<file path="config.mk">
export PLATFORM = sky130hd
export DESIGN_NAME = fdl_rx_extract
export DESIGN_NICKNAME = d
export VERILOG_FILES = /design/src/rtl/fdl_rx_pkg.sv /design/src/rtl/fdl_zero_drop.sv /design/src/rtl/fdl_byte_pack.sv /design/src/rtl/fdl_rx_status.sv /design/src/rtl/fdl_rx_extract.sv
export SDC_FILE = /design/constraint.sdc
export NUM_CORES = 1
export LEC_CHECK = 0
export ABC_AREA = 1
export BUFFER_PORTS_ARGS = -buffer_cell sky130_fd_sc_hd__buf_2
export CAP_MARGIN = 20
export CORE_UTILIZATION = 35
export DETAILED_ROUTE_END_ITERATION = 6
export SLEW_MARGIN = 20
export SYNTH_ARGS = -nofsm -noshare
export SYNTH_HDL_FRONTEND = slang
export SYNTH_HIERARCHICAL = 1
export SYNTH_SLANG_ARGS = --single-unit
</file>
<file path="constraint.sdc">
create_clock -name clk -period 3.7 [get_ports clk]
set_input_delay 0.555 -clock clk [delete_from_list [all_inputs] [get_ports clk]]
set_output_delay 0.555 -clock clk [all_outputs]
set_load 0.005 [all_outputs]
</file>
<file path="src/rtl/fdl_rx_pkg.sv">
package fdl_rx_pkg;

    // Flag pair held by the status stage
    typedef struct packed {
        logic full;
        logic match;
    } fdl_flags_t;

    // Number of comparison patterns handled by the status stage
    localparam int unsigned FDL_NPAT = 2;

endpackage

</file>
<file path="src/rtl/fdl_zero_drop.sv">
module fdl_zero_drop #(
    parameter int unsigned RUN = 5
) (
    input  logic clk,
    input  logic rst_n,
    input  logic vld,
    input  logic din,
    input  logic en,
    output logic keep,
    output logic kbit
);
    localparam int unsigned SAT = RUN + 1;
    localparam int unsigned CW  = $clog2(SAT + 1);

    typedef struct packed {
        logic [CW-1:0] ones;
    } st_t;

    st_t st_d, st_q;

    always_comb begin
        st_d = st_q;
        keep = 1'b0;
        kbit = din;
        if (vld) begin
            if (din) begin
                keep = 1'b1;
                if (st_q.ones != CW'(SAT)) begin
                    st_d.ones = st_q.ones + 1'b1;
                end
            end else begin
                keep      = !(en && (st_q.ones == CW'(RUN)));
                st_d.ones = '0;
            end
        end
    end

    always_ff @(posedge clk or negedge rst_n) begin
        if (!rst_n) begin
            st_q <= '0;
        end else begin
            st_q <= st_d;
        end
    end

endmodule

</file>
<file path="src/rtl/fdl_byte_pack.sv">
module fdl_byte_pack #(
    parameter int unsigned W = 8
) (
    input  logic         clk,
    input  logic         rst_n,
    input  logic         push,
    input  logic         din,
    output logic         done,
    output logic [W-1:0] word
);
    localparam int unsigned NW = $clog2(W);

    typedef struct packed {
        logic [W-1:0]  sh;
        logic [NW-1:0] cnt;
    } st_t;

    st_t st_d, st_q;

    always_comb begin
        st_d = st_q;
        done = 1'b0;
        word = {din, st_q.sh[W-1:1]};
        if (push) begin
            st_d.sh = word;
            if (st_q.cnt == NW'(W - 1)) begin
                done       = 1'b1;
                st_d.cnt   = '0;
            end else begin
                st_d.cnt   = st_q.cnt + 1'b1;
            end
        end
    end

    always_ff @(posedge clk or negedge rst_n) begin
        if (!rst_n) begin
            st_q <= '0;
        end else begin
            st_q <= st_d;
        end
    end

endmodule

</file>
<file path="src/rtl/fdl_rx_status.sv">
module fdl_rx_status
    import fdl_rx_pkg::*;
#(
    parameter int unsigned W    = 8,
    parameter int unsigned NPAT = FDL_NPAT
) (
    input  logic                    clk,
    input  logic                    rst_n,
    input  logic                    done,
    input  logic [W-1:0]            word,
    input  logic [NPAT-1:0][W-1:0]  pats,
    input  logic                    clr_full,
    input  logic                    clr_match,
    input  logic                    en_full,
    input  logic                    en_match,
    output logic [W-1:0]            byte_q,
    output fdl_flags_t              flags,
    output logic                    irq_n
);
    typedef struct packed {
        logic [W-1:0] data;
        fdl_flags_t   fl;
    } st_t;

    st_t             st_d, st_q;
    logic [NPAT-1:0] hit;

    for (genvar p = 0; p < NPAT; p++) begin : g_cmp
        assign hit[p] = (word == pats[p]);
    end

    always_comb begin
        st_d = st_q;
        if (clr_full) begin
            st_d.fl.full = 1'b0;
        end
        if (clr_match) begin
            st_d.fl.match = 1'b0;
        end
        if (done) begin
            st_d.data    = word;
            st_d.fl.full = 1'b1;
            if (|hit) begin
                st_d.fl.match = 1'b1;
            end
        end
    end

    always_ff @(posedge clk or negedge rst_n) begin
        if (!rst_n) begin
            st_q <= '0;
        end else begin
            st_q <= st_d;
        end
    end

    assign byte_q = st_q.data;
    assign flags  = st_q.fl;
    assign irq_n  = ~((st_q.fl.full & en_full) | (st_q.fl.match & en_match));

endmodule

</file>
<file path="src/rtl/fdl_rx_extract.sv">
module fdl_rx_extract
    import fdl_rx_pkg::*;
#(
    parameter int unsigned W   = 8,
    parameter int unsigned RUN = 5
) (
    input  logic         clk,
    input  logic         rst_n,
    input  logic         bit_vld,
    input  logic         bit_in,
    input  logic         destuff_en,
    input  logic [W-1:0] match_a,
    input  logic [W-1:0] match_b,
    input  logic         full_irq_en,
    input  logic         match_irq_en,
    input  logic         clr_full,
    input  logic         clr_match,
    output logic [W-1:0] rx_byte,
    output logic         full_flag,
    output logic         match_flag,
    output logic         irq_n
);
    logic                       keep;
    logic                       kbit;
    logic                       done;
    logic [W-1:0]               word;
    logic [FDL_NPAT-1:0][W-1:0] pats;
    fdl_flags_t                 flags;

    assign pats = {match_b, match_a};

    fdl_zero_drop #(.RUN(RUN)) u_drop (
        .clk  (clk),
        .rst_n(rst_n),
        .vld  (bit_vld),
        .din  (bit_in),
        .en   (destuff_en),
        .keep (keep),
        .kbit (kbit)
    );

    fdl_byte_pack #(.W(W)) u_pack (
        .clk  (clk),
        .rst_n(rst_n),
        .push (keep),
        .din  (kbit),
        .done (done),
        .word (word)
    );

    fdl_rx_status #(.W(W), .NPAT(FDL_NPAT)) u_stat (
        .clk      (clk),
        .rst_n    (rst_n),
        .done     (done),
        .word     (word),
        .pats     (pats),
        .clr_full (clr_full),
        .clr_match(clr_match),
        .en_full  (full_irq_en),
        .en_match (match_irq_en),
        .byte_q   (rx_byte),
        .flags    (flags),
        .irq_n    (irq_n)
    );

    assign full_flag  = flags.full;
    assign match_flag = flags.match;

endmodule

</file>
; Yosys cells after proc, flatten, opt, wreduce, memory -nomap -nowiden
; Cells that the tools add are included.
[op_classes]
bitwise = 4
mux = 11
reduce_logical = 5
n_eq_ne = 6
addsub = 2
[ops]
columns = op, n
row1 = == test 8 bit, 2
row2 = two-way mux 3 bit, 3
row3 = two-way mux 1 bit, 7
row4 = "adder 3 x 1 -> 3 bit, second input constant", 2
row5 = "== test 3 bit, second input constant", 2
row6 = "inequality test 3 bit, second input constant", 1
row7 = bitwise AND 1 bit, 2
row8 = two-way mux 2 bit, 1
row9 = "inequality test 2 x 1 -> 1 bit, second input constant", 1
row10 = AND reduction 2 bit, 1
row11 = nonzero test 2 bit, 1
row12 = OR reduction 2 bit, 1
row13 = logical AND 1 bit, 1
row14 = zero test 1 bit, 1
row15 = NOT 1 bit, 1
row16 = bitwise OR 1 bit, 1
[totals]
wordCells = 34
regBits = 24
in_bits = 25
out_inout_bits = 11

; Logic depth before layout (Yosys ltp)
; Gate-level depths: netlist of the first run.
[logic_depth]
word_depth = 7
mapped_depth = 11
ltp_nobuf = 9

; Hierarchy
; Netlist of the first run, hierarchy kept.
[modules_own_cells]
columns = module, instances, cells_each, seq_area_each_um2, area_each_um2
row1 = fdl_rx_status, 1, 99, 250.2, 641.9
row2 = fdl_byte_pack, 1, 54, 250.2, 485.5
row3 = fdl_zero_drop, 1, 28, 75.1, 215.2

; Least setup slack after synthesis of the first run
; Ideal clock, no wire load.
[synth_path]
path_type = register to register
start = register u_drop/st_q[1] in the netlist's numbering
end = register u_stat.st_q (netlist bit u_stat/flags[1])
setup_slack_ps = 2134
period_less_slack_ps = 1566
setup_ps = 130
t_required_ps = 3570
n_path_buf = 2
path_stages_with_launch = 11
arrival_ps = 1436
cell_sequence = dfrtp_1 > inv_1 > ha_1 > nand3_1 > o21a_1 > buf_6 > nand2_1 > inv_1 > inv_1 > buf_2 > o21ai_0
[synth_via]
elab_chain_cells = 7
elab_cells_between_ends = 8
cone_classes = eq/ne: 1 / mux: 4 / reduce/logical: 3
[synth_rtl]
columns = element, line_no
row1 = from (decl), fdl_zero_drop.sv:19  ; st_t st_d, st_q;
row2 = from (signal assigned), fdl_zero_drop.sv:42  ; st_q <= st_d;
row3 = == test 3 bit *, fdl_zero_drop.sv:32  ; keep = !(en && (st_q.ones == CW'(RUN)));
row4 = logical AND 1 bit *, fdl_zero_drop.sv:32
row5 = zero test 1 bit *, fdl_zero_drop.sv:32
row6 = two-way mux 1 bit *, fdl_zero_drop.sv:26  ; if (din) begin
row7 = two-way mux 1 bit *, fdl_zero_drop.sv:25  ; if (vld) begin
row8 = net keep, fdl_rx_extract.sv:23  ; logic keep;
row9 = two-way mux 1 bit *, fdl_byte_pack.sv:24  ; if (push) begin
row10 = net done, fdl_rx_extract.sv:25  ; logic done;
row11 = two-way mux 2 bit or nonzero test 2 bit (tied branches), -
row12 = to (signal assigned), fdl_rx_status.sv:53  ; st_q <= st_d;
row13 = to (decl), fdl_rx_status.sv:25  ; st_t st_d, st_q;
; Mark *: on every way through the listed nets, which the timed path passes. The rest lies on a longest branch.
; A chain may end at the register's enable or synchronous reset.

; Worst setup path in the final report of the first run
[layout_path]
start = register u_drop/st_q[1] in the netlist's numbering
end = register u_stat.st_q (netlist bit u_stat/byte_q[7])
[layout_via]
elab_chain_cells = 6
[layout_rtl]
columns = element, line_no
row1 = == test 3 bit, fdl_zero_drop.sv:32
row2 = logical AND 1 bit, fdl_zero_drop.sv:32
row3 = zero test 1 bit, fdl_zero_drop.sv:32
row4 = two-way mux 1 bit, fdl_zero_drop.sv:26
row5 = two-way mux 1 bit, fdl_zero_drop.sv:25
row6 = net keep, fdl_rx_extract.sv:23
row7 = two-way mux 1 bit, fdl_byte_pack.sv:24
row8 = net done, fdl_rx_extract.sv:25
; The timed path passes the listed nets, and every way through them passes these cells.

==> impl_metrics.yaml, run 1 <==
setup_path:
  cp_top_family: "compound AO/OA/AOI/OAI gates"
  critPathRequiredTime_ns: 3.83
  cp_cell_sequence: "inv_1, ha_1, nand3_1, o21a_1, nand2_1, inv_1, inv_1, nand2_1, o21ai_0"
  worst-path-buf-inv: 3
  path_class: "reg2reg"
  startpoint_type: "flip-flop"
  r2r_slack_ns: 1.86
  crit_path_frequent_cell: "inv_1"
  crit_fanout: 15
  cp-end-kind: "flip-flop"
  arrival_ns: 1.98
  crit_slowest_cell: "dfrtp_1"
  max_stage_delay_ns: 0.41
placed_design:
  gp_congestion: 0.7123
  io_buffer_count: 35
  placed_area_mm2: 0.001494
  dp_hpwl_um: 1849
worst_hold_path:
  worstHoldPathType: "in2async"
yosys:
  ys_top_cells_by_count: "nand2_1 (80), inv_1 (25), dfrtp_1 (23)"
  synth-edff-count: 0
  ys_seq_elements: 23
  synth_ff_type: "dfrtp_1"
  syn_nets: 211
  avgSynthCellArea_um2: 7.417
  netlist_instances: 181
  synth_area_leader_cell: "dfrtp_1"
  synth_top_cell_area_share_pct: 42.87
  synth_area_leaders: "dfrtp_1 (43%), nand2_1 (22%), inv_1 (7.0%)"
  ys_types: 18
  synth_most_common_cell: "nand2_1"
  syn_area_mm2: 0.001343
  seq_area_frac_synth_pct: 42.87
  async_flop_share_pct: 100.0
  yosysWarnings: 6
timing:
  slew_violations: 0
  period_share_pct: 49.84
  clock_skew_ns: 0.001530
  layout_min_cycle_time_ns: 1.844
  hold_violations: 0
  rsz0062_at_grt: "no"
  maxSlewHeadroom_pct: 65.36
  setup_viol: 0
  tightest_slew_ns: 0.5196
  tns_ns: 0
  fmax_mhz: 542.3
power:
  powerDensity_mw_per_mm2: 468.8
  pwr-share-seq_pct: 50.4
  switching_power_mw: 0.2283
  power.share.clock_pct: 21.4
  ir_drop_v: 0.0001653
  p_leak_nw: 0.8838
  p_comb_share_pct: 28.1
  swShare_pct: 31.65
  power_report.internal_total_mw: 0.4931
die:
  rows: 22
  start_util_pct: 36.67
  core_mm2: 0.003661
  die_area_mm2: 0.004088
  die_y_um: 63.94
  die_w_um: 63.94
  pin_count: 36
global_routing:
  grt_pass1_wl_um: 4146
  grt_overflow_total: 0
  antenna_found_initial: 0
  grt_pass1_vias: 945
  grt_max_degree: 24
  track_usage_pct: 13.07
layout:
  n_antenna_cell: 0
  num-nets-final: 240
  drive_above_1_share_pct: 21.53
  areaGrowthSynthToFinish_pct: 14.63
  design_area_mm2: 0.001539
  fin_util_pct: 42.04
cts:
  cts_setup_buffers: 0
  cts_tree: "yes"
  cts-root-buf: "clkbuf_8"
  htreeDepth: 1
  clk_latency_ns: 0.26
  cts.sinks: 23
  ctsResizeCount: 0
  cts_buffers: 3
  clk_pin_slew_ns: 0.08
  ctsHoldBuffers: 0
  clock_path_buffers: 2
run:
  maxCapViolations: 0
route:
  drc: 0
  vias_per_cell: 4.167
  ant_nets: 0
  drt_iter0_markers: 21
  drtPass1Iterations: 4
  routed-via-count: 1071
  drt-wirelength-per-cell_um: 9.296
  routed_wl_um: 2389
status:
  outcome: "completed"
[kinds of logic after synthesis]
kind of cell             share of synthesized area [%]
AO/OA/AOI/OAI                                    6.337
adder cells (fa/ha/maj)                          4.660
AND/OR/NAND/NOR                                  27.12
XOR/XNOR                                         5.219
flip-flops                                       42.87
buffers and inverters                            13.79
[power by group through the flow]
stage / Clock (mW) / Combinational [mW] / Sequential [mW]
2_1_floorplan: 0 / 0.145 / 0.362
3_3_place_gp: 0 / 0.202 / 0.371
3_5_place_dp: 0 / 0.207 / 0.371
4_1_cts: 0.160 / 0.208 / 0.366
5_1_grt: 0.171 / 0.239 / 0.376
6_report: 0.155 / 0.203 / 0.364
[per-layer routing]
metal / up-vias / GRT usage (%) / part of all wire (%)
li1: 590 / - / -
met1: 453 / 16.98 / 50
met2: 26 / 21.68 / 44
met3: 2 / 2.500 / 5.0
met4: 0 / 4.261 / 0.80
met5: - / 0 / 0
[cells in the final DEF (no fill, tap or decap), drive strengths merged]
cell type	instances
nand3	3
buf	35
nand2	82
clkbuf	4
dfrtp	23
o21ai	13
a22o	1
xnor2	8
ha	5
nor2	7
o21a	1
inv	27
[worst paths after layout]
kind,startpoint,end,cells past startpoint
worst max-delay path,u_drop/st_q[1],u_stat/byte_q[7],9
min in group clk,clr_full,u_stat/flags[1],2
max in group asynchronous,rst_n,u_drop/st_q[2],1
worst max register to register,u_drop/st_q[1],u_stat/byte_q[7],9
worst min register to register,u_stat/byte_q[6],u_stat/byte_q[6],2
worst min-delay path,rst_n,u_stat/byte_q[1],1
[final cells by class]
| type | count | area (um^2) |
|---|---|---|
| well taps | 48 | 60.06 |
| inverters | 27 | 101.3 |
| multi-input cells | 120 | 581.8 |
| clock buffers | 4 | 45.04 |
| repair buffers | 35 | 175.2 |
| flip-flops and latches | 23 | 575.6 |
| fillers | 367 | 2122 |
[through the flow]
step | power [mW] | setup WS (ns) | cells | hold slack [ns]
detailed placement | 0.5774 | 1.743 | 253 | 0.4605
CTS | 0.7337 | 1.826 | 257 | 0.2817
finish | 0.7214 | 1.856 | 257 | 0.2588
floorplan | 0.5068 | 2.134 | 181 | 0.2594
global route | 0.7859 | 1.587 | 257 | 0.2982
global placement | 0.5726 | 1.849 | 253 | 0.4552
[flip-flops by register name, summed over array words and instances, names as in the netlist]
signal         flops
u_pack/st_q        3
u_stat/byte_q      8
u_pack/word        7
u_drop/st_q        3
u_stat/flags       2
Power figures use the tool's default switching activity.
==> run 2: changes to the inputs <==
==> constraint.sdc (replaced) <==
create_clock -name clk -period 1.7 [get_ports clk]
set_input_delay 0.255 -clock clk [delete_from_list [all_inputs] [get_ports clk]]
set_output_delay 0.255 -clock clk [all_outputs]
set_load 0.005 [all_outputs]
==> impl_metrics.yaml, run 2 (synthesized netlist as in run 1, its figures left out) <==
setup_path:
  cp-end-kind: "flip-flop"
  crit_path_frequent_cell: "nand2_1"
  max_stage_delay_ns: 0.42
  path_class: "reg2reg"
  critPathRequiredTime_ns: 1.84
  crit_fanout: 8
  startpoint_type: "flip-flop"
  cp_top_family: "flip-flops"
  crit_slowest_cell: "dfrtp_1"
  worst-path-buf-inv: 2
  regToRegStartpoint: "u_drop/st_q[0]"
  arrival_ns: 1.62
  cp_cell_sequence: "ha_1, nand3_1, o21a_1, nand2_1, inv_2, clkinvlp_4, nand2_1, o21ai_0"
  reg2regPathDepth: 8
  r2r_slack_ns: 0.22
  r2r_end: "u_stat/byte_q[7]"
route:
  drt_iter0_markers: 14
  routed_wl_um: 2425
  vias_per_cell: 4.288
  ant_nets: 0
  drt-wirelength-per-cell_um: 9.327
  routed-via-count: 1115
  drtPass1Iterations: 4
  drc: 0
layout:
  n_antenna_cell: 0
  drive_above_1_share_pct: 23.11
  largest_reg_flops: 8
  fin_cells: 260
  fill_cells: 396
  areaGrowthSynthToFinish_pct: 16.78
  final_common_cell: "nand2_1"
  design_area_mm2: 0.001568
  layout_common_cells: "nand2_1 (80), buf_2 (35), inv_1 (23), dfrtp_1 (23), o21ai_0 (9)"
  num-nets-final: 243
die:
  start_util_pct: 36.67
  die_area_mm2: 0.004088
  rows: 22
  die_w_um: 63.94
  pin_count: 36
  die_y_um: 63.94
  core_mm2: 0.003661
power:
  ir_drop_v: 0.0003367
  total_power_mw: 1.573
  powerDensity_mw_per_mm2: 1004
  p_leak_nw: 0.8901
timing:
  tns_ns: 0
  setup_viol: 0
  tightest_slew_ns: 0.5236
  setup_ws_ns: 0.2170
  rsz0062_at_grt: "no"
  period_share_pct: 87.24
  slew_violations: 0
  layout_min_cycle_time_ns: 1.483
  fmax_mhz: 674.3
  maxSlewHeadroom_pct: 65.09
  hold_violations: 0
  clock_skew_ns: 0.001063
global_routing:
  grt_use_met3_pct: 2.321
  grt_use_met1_pct: 15.03
  grt_pass1_wl_um: 4257
  grt_overflow_total: 0
  grt-busiest-layer: "met2"
  antenna_found_initial: 0
  grt_pass1_vias: 1069
  track_usage_pct: 13.21
  use_met2_pct: 24.60
  grt_max_degree: 24
cts:
  cts_buffers: 3
  clk_pin_slew_ns: 0.08
  cts-root-buf: "clkbuf_8"
  cts_setup_buffers: 0
  clock_path_buffers: 2
  cts_tree: "yes"
  clk_latency_ns: 0.25
  cts.sinks: 23
  htreeDepth: 1
worst_hold_path:
  min_to: "u_stat/flags[1]"
  worstHoldPathType: "in2reg"
  min_path_cells: 2
  hold_start: "clr_full"
placed_design:
  pre_cts_slack_ns: 0.1147
  dp_hpwl_um: 1864
  gp_congestion: 0.7258
  place_inst: 254
  placed_area_mm2: 0.001501
  io_buffer_count: 35
run:
  maxCapViolations: 0
status:
  outcome: "completed"
run 2: cell types whose count changed in the layout (fill, tap and decap cells not counted), sizes merged:
cell,change
clkinvlp,+2
inv,-1
dlygate4sd3,+1
buf,+1
run 2: report_power, final:
| part | internal, mW | total (mW) | leakage [nW] | switching (mW) |
|---|---|---|---|---|
| sequential | 0.692 | 0.791 | 0.299 | 0.0992 |
| combinational | 0.219 | 0.450 | 0.568 | 0.231 |
| clock | 0.167 | 0.332 | 0.0228 | 0.165 |
| total | 1.08 | 1.57 | 0.890 | 0.495 |
run 2: worst reg2reg max path: cells and delay by family (launching register included):
kind	cells	cell delay, ns
fa+ha+maj	1	0.21
simple gates	3	0.22
flops	1	0.42
compound gates	2	0.20
buf+inv	2	0.32
run 2: metal layers:
layer	part of all wire, %	vias up	routed length [um]
met5	0	-	0
met4	0.62	0	15
met3	4.7	2	113
met2	48	22	1168
met1	47	498	1128
li1	-	593	-
run 2: what timing repair did:
action                                 4_1_cts  5_1_grt
setup endpoints to repair                    0        9
endpoints found under the hold margin       23        0
gates resized for setup                      0        3
hold buffers                                 1        0
run 2: how the worst max path moves through the flow:
stage / from / to / slack [ns] / cells after the start
6_report: u_drop/st_q[0] / u_stat/byte_q[7] / 0.22 / 8
5_1_grt: u_drop/st_q[1] / u_stat/byte_q[4] / 0.05 / 9
4_1_cts: u_drop/st_q[1] / u_stat/byte_q[7] / 0.1 / 8
3_5_place_dp: u_drop/st_q[1] / u_stat/byte_q[7] / 0.11 / 8
3_3_place_gp: u_drop/st_q[1] / u_stat/flags[1] / 0.17 / 8
2_1_floorplan: u_drop/st_q[1] / u_stat/flags[1] / 0.13 / 10
run 2: cell type report:
type,count,area (um^2),area share (%)
tap,48,60.06,3.831
clock buffer,4,45.04,2.873
sequential,23,575.6,36.71
timing repair inverter,1,7.507,0.4789
multi-input combinational,120,581.8,37.11
inverter,27,105.1,6.704
timing repair buffer,37,192.7,12.29
run 2: through the flow:
step / hold slack [ns] / utilization, %
floorplan: -0.04059 / -
global placement: 0.2670 / 41.01
detailed placement: 0.2669 / 41.01
CTS: 0.1752 / 42.52
global route: 0.1840 / 42.82
finish: 0.1862 / 42.82
==> run 3: changes to the inputs <==
--- a/config.mk
+++ b/config.mk
@@ -7,10 +7,10 @@
 export LEC_CHECK = 0
 export ABC_AREA = 1
 export BUFFER_PORTS_ARGS = -buffer_cell sky130_fd_sc_hd__buf_2
-export CAP_MARGIN = 20
+export CORE_ASPECT_RATIO = 1.75
 export CORE_UTILIZATION = 35
 export DETAILED_ROUTE_END_ITERATION = 6
-export SLEW_MARGIN = 20
+export SLEW_MARGIN = 25
 export SYNTH_ARGS = -nofsm -noshare
 export SYNTH_HDL_FRONTEND = slang
 export SYNTH_HIERARCHICAL = 1
==> impl_metrics.yaml, run 3 (synthesized netlist as in run 1, its figures left out) <==
run:
  maxCapViolations: 0
layout:
  num-nets-final: 242
  fin_util_pct: 42.93
  fin_cells: 257
  design_area_mm2: 0.001558
  seq_area_um2: 575.6
  largest_reg_flops: 8
  fill_cells: 408
  layout_common_cells: "nand2_1 (80), buf_2 (35), inv_1 (23), dfrtp_1 (23)"
  final_common_cell: "nand2_1"
  multi_input_area_um2: 581.8
  n_antenna_cell: 0
  drive_above_1_share_pct: 22.75
  areaGrowthSynthToFinish_pct: 16.03
power:
  power_report.internal_total_mw: 1.079
  ir_drop_v: 0.0005470
  powerDensity_mw_per_mm2: 1018
  p_comb_share_pct: 28.3
  power.share.clock_pct: 21.6
  swShare_pct: 31.96
  pwr-share-seq_pct: 50.0
  switching_power_mw: 0.5070
  p_leak_nw: 0.8897
worst_hold_path:
  min_path_cells: 2
  hold_start: "clr_full"
  worstHoldPathType: "in2reg"
  min_to: "u_stat/flags[1]"
setup_path:
  r2r_end: "u_stat/byte_q[7]"
  max_stage_delay_ns: 0.42
  cp_cell_sequence: "ha_1, nand3_1, o21a_1, nand2_1, inv_2, clkinvlp_4, nand2_1, o21ai_0"
  worst-path-buf-inv: 2
  path_class: "reg2reg"
  cp-end-kind: "flip-flop"
  crit_path_frequent_cell: "nand2_1"
  startpoint_type: "flip-flop"
  reg2regPathDepth: 8
  r2r_slack_ns: 0.22
  cp_top_family: "flip-flops"
  regToRegStartpoint: "u_drop/st_q[0]"
  critPathRequiredTime_ns: 1.85
  crit_slowest_cell: "dfrtp_1"
  arrival_ns: 1.63
  crit_fanout: 15
route:
  drtPass1Iterations: 4
  routed-via-count: 1105
  drt-wirelength-per-cell_um: 9.724
  vias_per_cell: 4.300
  routed_wl_um: 2499
  drt_iter0_markers: 19
  ant_nets: 0
  drc: 0
global_routing:
  grt_pass1_vias: 1004
  grt_overflow_total: 0
  track_usage_pct: 13.53
  grt_max_degree: 24
  antenna_found_initial: 0
  grt_pass1_wl_um: 4250
die:
  pin_count: 36
  rows: 29
  core_mm2: 0.003628
  die_y_um: 83.93
  die_w_um: 48.82
  die_area_mm2: 0.004097
  start_util_pct: 37.00
timing:
  rsz0062_at_grt: "no"
  setup_viol: 0
  period_share_pct: 87.14
  hold_violations: 0
  layout_min_cycle_time_ns: 1.481
  tightest_slew_ns: 0.5189
  tns_ns: 0
  fmax_mhz: 675.0
  clock_skew_ns: 0.002699
  maxSlewHeadroom_pct: 65.41
  slew_violations: 0
placed_design:
  placed_area_mm2: 0.001499
  place_inst: 252
  io_buffer_count: 35
  gp_congestion: 0.7299
  dp_hpwl_um: 1929
cts:
  clk_latency_ns: 0.26
  cts-root-buf: "clkbuf_8"
  htreeDepth: 1
  clock_path_buffers: 2
  cts.sinks: 23
  clk_pin_slew_ns: 0.08
  cts_tree: "yes"
  cts_buffers: 3
status:
  outcome: "completed"
## run 3: changes by cell type in the layout (fill, tap and decap cells not counted), sizes merged
cell / previous run / this run
clkinvlp: 2 / 1
## run 3: worst register-to-register path, cell delays in order, from the launching register on
cell and delay, ns:
dfrtp_1 0.42, ha_1 0.21, nand3_1 0.06, o21a_1 0.12, nand2_1 0.07, inv_2 0.09, clkinvlp_4 0.21, nand2_1 0.10
o21ai_0 0.08
## run 3: metrics by stage
stage / hold slack [ns] / power (mW) / worst slack (ns)
4_1_cts: 0.1664 / 1.610 / 0.1363
6_report: 0.1748 / 1.586 / 0.2186
3_5_place_dp: 0.2654 / 1.260 / 0.1591
3_3_place_gp: 0.2655 / 1.252 / 0.1600
2_1_floorplan: -0.04059 / 1.103 / 0.1337
5_1_grt: 0.1793 / 1.714 / 0.05601
## run 3: repair_timing
item                       CTS  global route
setup endpoints to repair    0             2
gates resized for setup      0             3
setup buffers                0             0
hold buffers                 1             0
hold endpoints to repair    23             0
## run 3: final cells by class
cell class,instances,share of cell area (%)
Clock buffer,4,2.892
Multi-Input combinational cell,120,37.35
Inverter,27,6.747
Sequential cell,23,36.95
Tap cell,46,3.695
Timing Repair Buffer,37,12.37
## run 3: worst max path at each step
stage,from,end,cells past startpoint
floorplan,u_drop/st_q[1],u_stat/flags[1],10
global placement,u_drop/st_q[1],u_stat/flags[1],8
detailed placement,u_drop/st_q[1],u_stat/byte_q[7],8
CTS,u_drop/st_q[1],u_stat/byte_q[7],8
global route,u_drop/st_q[1],u_stat/byte_q[5],9
finish,u_drop/st_q[0],u_stat/byte_q[7],8
## run 3: routing by layer
| metal | wire length [um] | share of wire [%] | global-route usage [%] | vias up |
|---|---|---|---|---|
| li1 | - | - | - | 592 |
| met1 | 1037 | 41 | 14.65 | 481 |
| met2 | 1301 | 52 | 24.37 | 28 |
| met3 | 122 | 4.9 | 2.186 | 4 |
| met4 | 38 | 1.5 | 7.219 | 0 |
| met5 | 0 | 0 | 0 | - |
## run 3: power groups by stage
stage          registers, mW  clock network (mW)  logic [mW]
4_1_cts                0.797               0.356       0.457
3_3_place_gp           0.805                   0       0.447
5_1_grt                0.813               0.376       0.525
2_1_floorplan          0.788                   0       0.315
3_5_place_dp           0.807                   0       0.453
6_report               0.794               0.343       0.449
